File: src/rtl/ecc_pkg.sv
package ecc_pkg;

    // Six column parity bits, ordered as they sit in bits 7:2 of a result byte
    typedef logic [5:0] col_par_t;

    // Fixed value of the two unused low bits of a column result byte
    localparam logic [1:0] COL_PAD = 2'b00;

endpackage

File: src/rtl/ecc_col_calc.sv
module ecc_col_calc
    import ecc_pkg::*;
(
    input  logic [7:0] data_in,
    output col_par_t   col_out
);

    // Pairs over halves, quarters and alternate bits; upper/odd member first
    always_comb begin
        col_out[5] = ^data_in[7:4];
        col_out[4] = ^data_in[3:0];
        col_out[3] = ^{data_in[7:6], data_in[3:2]};
        col_out[2] = ^{data_in[5:4], data_in[1:0]};
        col_out[1] = ^{data_in[7], data_in[5], data_in[3], data_in[1]};
        col_out[0] = ^{data_in[6], data_in[4], data_in[2], data_in[0]};
    end

endmodule

File: src/rtl/ecc_line_calc.sv
module ecc_line_calc #(
    parameter int IDX_W = 8
) (
    input  logic [7:0]         data_in,
    input  logic [IDX_W-1:0]   idx_in,
    output logic [2*IDX_W-1:0] toggle_out
);

    logic odd_byte;

    assign odd_byte = ^data_in;

    // One pair per index bit: odd member follows the bit, even member its inverse
    for (genvar k = 0; k < IDX_W; k++) begin : g_pair
        assign toggle_out[2*k+1] = odd_byte &  idx_in[k];
        assign toggle_out[2*k]   = odd_byte & ~idx_in[k];
    end

endmodule

File: src/rtl/ecc_stream_gen.sv
module ecc_stream_gen
    import ecc_pkg::*;
#(
    parameter int BLOCK_BYTES = 256
) (
    input  logic                               clk,
    input  logic                               rst_n,
    input  logic                               ecc_clear,
    input  logic                               mode_single,
    input  logic                               in_valid,
    input  logic [7:0]                         in_data,
    output logic [2*$clog2(BLOCK_BYTES)-1:0]   res0_line,
    output logic [7:0]                         res0_col,
    output logic [2*$clog2(BLOCK_BYTES)-1:0]   res1_line,
    output logic [7:0]                         res1_col,
    output logic                               ecc_done
);

    localparam int IDX_W  = $clog2(BLOCK_BYTES);
    localparam int LINE_W = 2 * IDX_W;
    localparam int TOTAL  = 2 * BLOCK_BYTES;
    localparam int CNT_W  = IDX_W + 2;
    localparam logic [CNT_W-1:0] LAST_CNT = CNT_W'(TOTAL - 1);

    typedef struct packed {
        logic              armed;
        logic              single;
        logic              done;
        logic [CNT_W-1:0]  cnt;
        logic [LINE_W+1:0] line0;
        col_par_t          col0;
        logic [LINE_W-1:0] line1;
        col_par_t          col1;
    } gen_state_t;

    gen_state_t st_d, st_q;

    logic               take;
    logic [IDX_W:0]     idx_full;
    col_par_t           col_byte;
    logic [LINE_W+1:0]  tog_full;
    logic [LINE_W-1:0]  tog_half;

    assign take     = st_q.armed & in_valid;
    assign idx_full = st_q.cnt[IDX_W:0];

    ecc_col_calc u_col (
        .data_in (in_data),
        .col_out (col_byte)
    );

    ecc_line_calc #(.IDX_W(IDX_W + 1)) u_line_full (
        .data_in    (in_data),
        .idx_in     (idx_full),
        .toggle_out (tog_full)
    );

    ecc_line_calc #(.IDX_W(IDX_W)) u_line_half (
        .data_in    (in_data),
        .idx_in     (idx_full[IDX_W-1:0]),
        .toggle_out (tog_half)
    );

    always_comb begin
        st_d = st_q;
        if (ecc_clear) begin
            st_d        = '0;
            st_d.armed  = 1'b1;
            st_d.single = mode_single;
        end else if (take) begin
            st_d.cnt = st_q.cnt + 1'b1;
            if (st_q.single) begin
                st_d.line0 = st_q.line0 ^ tog_full;
                st_d.col0  = st_q.col0 ^ col_byte;
            end else if (!idx_full[IDX_W]) begin
                st_d.line0[LINE_W-1:0] = st_q.line0[LINE_W-1:0] ^ tog_half;
                st_d.col0              = st_q.col0 ^ col_byte;
            end else begin
                st_d.line1 = st_q.line1 ^ tog_half;
                st_d.col1  = st_q.col1 ^ col_byte;
            end
            if (st_q.cnt == LAST_CNT) begin
                st_d.armed = 1'b0;
                st_d.done  = 1'b1;
            end
        end
    end

    always_ff @(posedge clk or negedge rst_n) begin
        if (!rst_n) begin
            st_q <= '0;
        end else begin
            st_q <= st_d;
        end
    end

    assign res0_line = st_q.line0[LINE_W-1:0];
    assign res0_col  = {st_q.col0, COL_PAD};
    assign res1_line = st_q.single
                     ? {{(LINE_W-2){1'b0}}, st_q.line0[LINE_W+1:LINE_W]}
                     : st_q.line1;
    assign res1_col  = {st_q.col1, COL_PAD};
    assign ecc_done  = st_q.done;


    done_rise_chk: assert property (@(posedge clk) disable iff (!rst_n)
        $rose(ecc_done) |-> $past(take));


    clear_zero_chk: assert property (@(posedge clk) disable iff (!rst_n)
        ecc_clear |=> (res0_line == '0 && res0_col == '0 && res1_line == '0
                       && res1_col == '0 && !ecc_done));


    frozen_chk: assert property (@(posedge clk) disable iff (!rst_n)
        (ecc_done && !ecc_clear) |=> ($stable(res0_line) && $stable(res0_col)
                                      && $stable(res1_line) && $stable(res1_col)
                                      && ecc_done));


    grp1_hold_chk: assert property (@(posedge clk) disable iff (!rst_n)
        (!ecc_clear && st_q.armed && !st_q.single && !st_q.cnt[IDX_W])
        |=> ($stable(res1_line) && $stable(res1_col)));


    grp0_hold_chk: assert property (@(posedge clk) disable iff (!rst_n)
        (!ecc_clear && !st_q.single && st_q.cnt[IDX_W])
        |=> ($stable(res0_line) && $stable(res0_col)));


    idle_hold_chk: assert property (@(posedge clk) disable iff (!rst_n)
        (!ecc_clear && !in_valid) |=> ($stable(st_q.cnt) && $stable(res0_line)
                                       && $stable(res1_line)));


    cnt_bound_chk: assert property (@(posedge clk) disable iff (!rst_n)
        st_q.cnt <= CNT_W'(TOTAL));

endmodule

File: config.mk
export PLATFORM = sky130hd
export DESIGN_NAME = ecc_stream_gen
export DESIGN_NICKNAME = d
export VERILOG_FILES = /design/src/rtl/ecc_pkg.sv /design/src/rtl/ecc_col_calc.sv /design/src/rtl/ecc_line_calc.sv /design/src/rtl/ecc_stream_gen.sv
export SDC_FILE = /design/constraint.sdc
export NUM_CORES = 1
export LEC_CHECK = 0
export ABC_AREA = 1
export BUFFER_PORTS_ARGS = -buffer_cell sky130_fd_sc_hd__buf_2
export CORE_MARGIN = 3
export CORE_UTILIZATION = 58
export CTS_BUF_LIST = sky130_fd_sc_hd__clkbuf_4 sky130_fd_sc_hd__clkbuf_8
export DETAILED_ROUTE_END_ITERATION = 8
export PLACE_DENSITY = 0.79
export SYNTH_ARGS = -nofsm -noshare
export SYNTH_HDL_FRONTEND = slang
export SYNTH_SLANG_ARGS = --single-unit
File: constraint.sdc
create_clock -name clk -period 4.5 [get_ports clk]
set_input_delay 0.45 -clock clk [delete_from_list [all_inputs] [get_ports clk]]
set_output_delay 0.45 -clock clk [all_outputs]
set_load 0.02 [all_outputs]
==> impl_metrics.toml <==
[floorplanning]
pin_count = 62
die_w_um = 87.1
core_um2 = 6130
dieArea_um2 = 7580
rows = 28
initial_utilization = 0.622
die_y_um = 87.1

[logic_synthesis]
ys_seq_area_frac = 0.387
netlist.area_leader.share = 0.387
synth.area.top_cells = "dfrtp_1, nand2_1, inv_1"
synth_ff_type = "dfrtp_1"
synth.largest_area_cell = "dfrtp_1"
syn_inst = 564
syn_avg_cell_area_um2 = 6.76
synthesis.area_um2 = 3810
ys_warn_count = 0
yosysUniqueCellTypes = 26
synthArstFlopShare = 1.00
synth_seq_cells = 59
synth_edf_count = 0

[cts]
postCtsHoldBufs = 0
post-cts-setup-buffers = 0
cts.sinks = 59
htreeDepth = 3
cts_root_buf = "clkbuf_8"
clk_pin_slew_worst_paths_ns = 0.07
clockBufferDepth = 2
cts_resized = 0
numCtsBuffers = 9
clk_latency_ns = 0.35
cts_tree = "yes"

[route]
first_iter_violations = 283
wirelength_um = 8670
wl_per_cell_um = 13.1
viasPerCell = 5.25
drc_errors = 0
antenna_left = 0
dr.pass1.iters = 5
via_count = 3476

[sta]
hold_violations = 0
worst_pin_slew_ns = 1.15
fin_crit_sh = 0.516
fin_crit_ns = 2.32
fmax_mhz = 431
setup-violations-final = 0
slew_headroom = 0.228
fin_skew_ns = 0.00949
rsz0062_at_grt = "no"
setup-tns-final_ns = 0
maxSlewViolCount = 0

[worst_setup_path]
path_max_fanout = 26
cp.required_ns = 4.78
critical_path_class = "reg2reg"
startpoint_type = "register"
critPathArrivalTime_ns = 2.60
endpoint_kind = "register"

[pwr]
p_leak_nw = 2.23
powerDensity_nw_per_um2 = 334
power_frac_seq = 0.436
p_int_mw = 0.912
p_clk_frac = 0.367
power.share.switching = 0.324
power_frac_comb = 0.197
switchingPower_mw = 0.437
ir_drop_v = 0.000211

[global_routing]
grt_first_pass_wirelength_um = 14600
antenna_found_initial = 0
grt.overflow.total = 0
track_usage = 0.244
grt_max_degree = 69
first_global_vias = 3286

[finish]
n_antenna_cell = 0
fin_cells = 662
area_delta_synth_final_pct = 6.07
fin_nets = 596
utilization = 0.659
layout-drive-gt1-share = 0.160
finalInstanceArea_um2 = 4040

[flow_run]
drv_cap = 0

[placed_design]
hpwl_um = 5780
place.gp.congestion = 0.941
dp_cells = 646
place_area_um2 = 3840
io_buffers = 57

[worst_hold_path]
hold_class = "in2async"

[status]
status = "finished, final reports clean"
sequential cells by signal, indices dropped and copies added (netlist names):
name and cells:
st_q 21, res0_line 16, idx_full 9, res0_col 6, res1_col 6, ecc_done 1
worst max-delay path, cell delays in order, from the launching register on:
cell and delay [ns]:
dfrtp_1 0.62, inv_1 0.16, nand2_1 0.10, o21ai_2 0.52, buf_4 0.41, nand3_1 0.14
nand2_1 0.14, inv_1 0.05, nor2_1 0.11
worst paths after layout:
kind	startpoint	endpoint	slack, ns	depth (start not counted)
max	st_q[57]	st_q[7]	2.18	8
min	rst_n	res1_col[5]	0.25	2
max reg2reg	st_q[57]	st_q[7]	2.18	8
min reg2reg	res0_col[6]	res0_col[6]	0.46	1
max in group asynchronous	rst_n	st_q[44]	3.75	2
min in group clk	mode_single	st_q[57]	0.30	3
cells in the mapped netlist (6+ instances only):
master / number
nand3_1: 39
nand2_1: 145
inv_1: 84
buf_4: 35
o21ai_0: 17
nor3_1: 7
clkinv_1: 9
nor2_1: 71
xnor2_1: 6
a21oi_1: 10
dfrtp_1: 59
buf_2: 12
nand4_1: 36
nand2_2: 8
inv_2: 8
per-layer routing:
layer	wire (µm)	GRT usage	part of all wire
met5	0	0	0
met4	142	0.101	0.016
met3	602	0.0435	0.069
met2	4020	0.385	0.46
met1	3910	0.331	0.45
power groups by stage:
stage | clock network, mW | logic, mW | registers, mW
2_1_floorplan | 0 | 0.236 | 0.589
3_3_place_gp | 0 | 0.255 | 0.595
3_5_place_dp | 0 | 0.265 | 0.597
4_1_cts | 0.502 | 0.267 | 0.587
5_1_grt | 0.528 | 0.300 | 0.592
6_report | 0.496 | 0.265 | 0.588
cells in the final DEF (no fill, tap or decap), drive strengths merged:
cell type and n:
clkinv 12, conb 4, dfrtp 59, inv 92
a21oi 11, nand4 36, a31oi 1, clkbuf 11
xnor2 6, and3 2, nor3 8, nand3 39
xor2 2, buf 59, o21ai 18, clkinvlp 1
bufinv 1, nor2 71, nand2 153, ha 1
metrics by stage:
stage / total power [mW] / hold slack [ns] / worst slack (ns)
floorplan: 0.825 / 0.154 / 2.99
global placement: 0.851 / 0.452 / 2.09
detailed placement: 0.863 / 0.459 / 2.03
CTS: 1.36 / 0.287 / 2.20
global route: 1.42 / 0.314 / 1.95
finish: 1.35 / 0.247 / 2.18
kinds of logic (layout without fill, tap and decap cells):
kind of cell | count (synthesis) | in the layout | share of synthesized area
adders and majority gates | 1 | 1 | 0.00328
and+or+nand+nor | 309 | 309 | 0.351
other | 1 | 4 | 0.000984
buffers and inverters | 156 | 176 | 0.198
xor gates and xnor gates | 8 | 8 | 0.0184
AOI/OAI and AO/OA | 30 | 30 | 0.0407
DFF | 59 | 59 | 0.387
area by class of cell:
cell class	instances	area, µm²
fill	537	2090
multi-input combinational	352	1600
sequential	59	1480
inverter	101	379
timing repair buffer	59	300
clock buffer	11	145
tap	75	93.8
clock inverter	5	52.6
(Power assumes the default switching activity.)
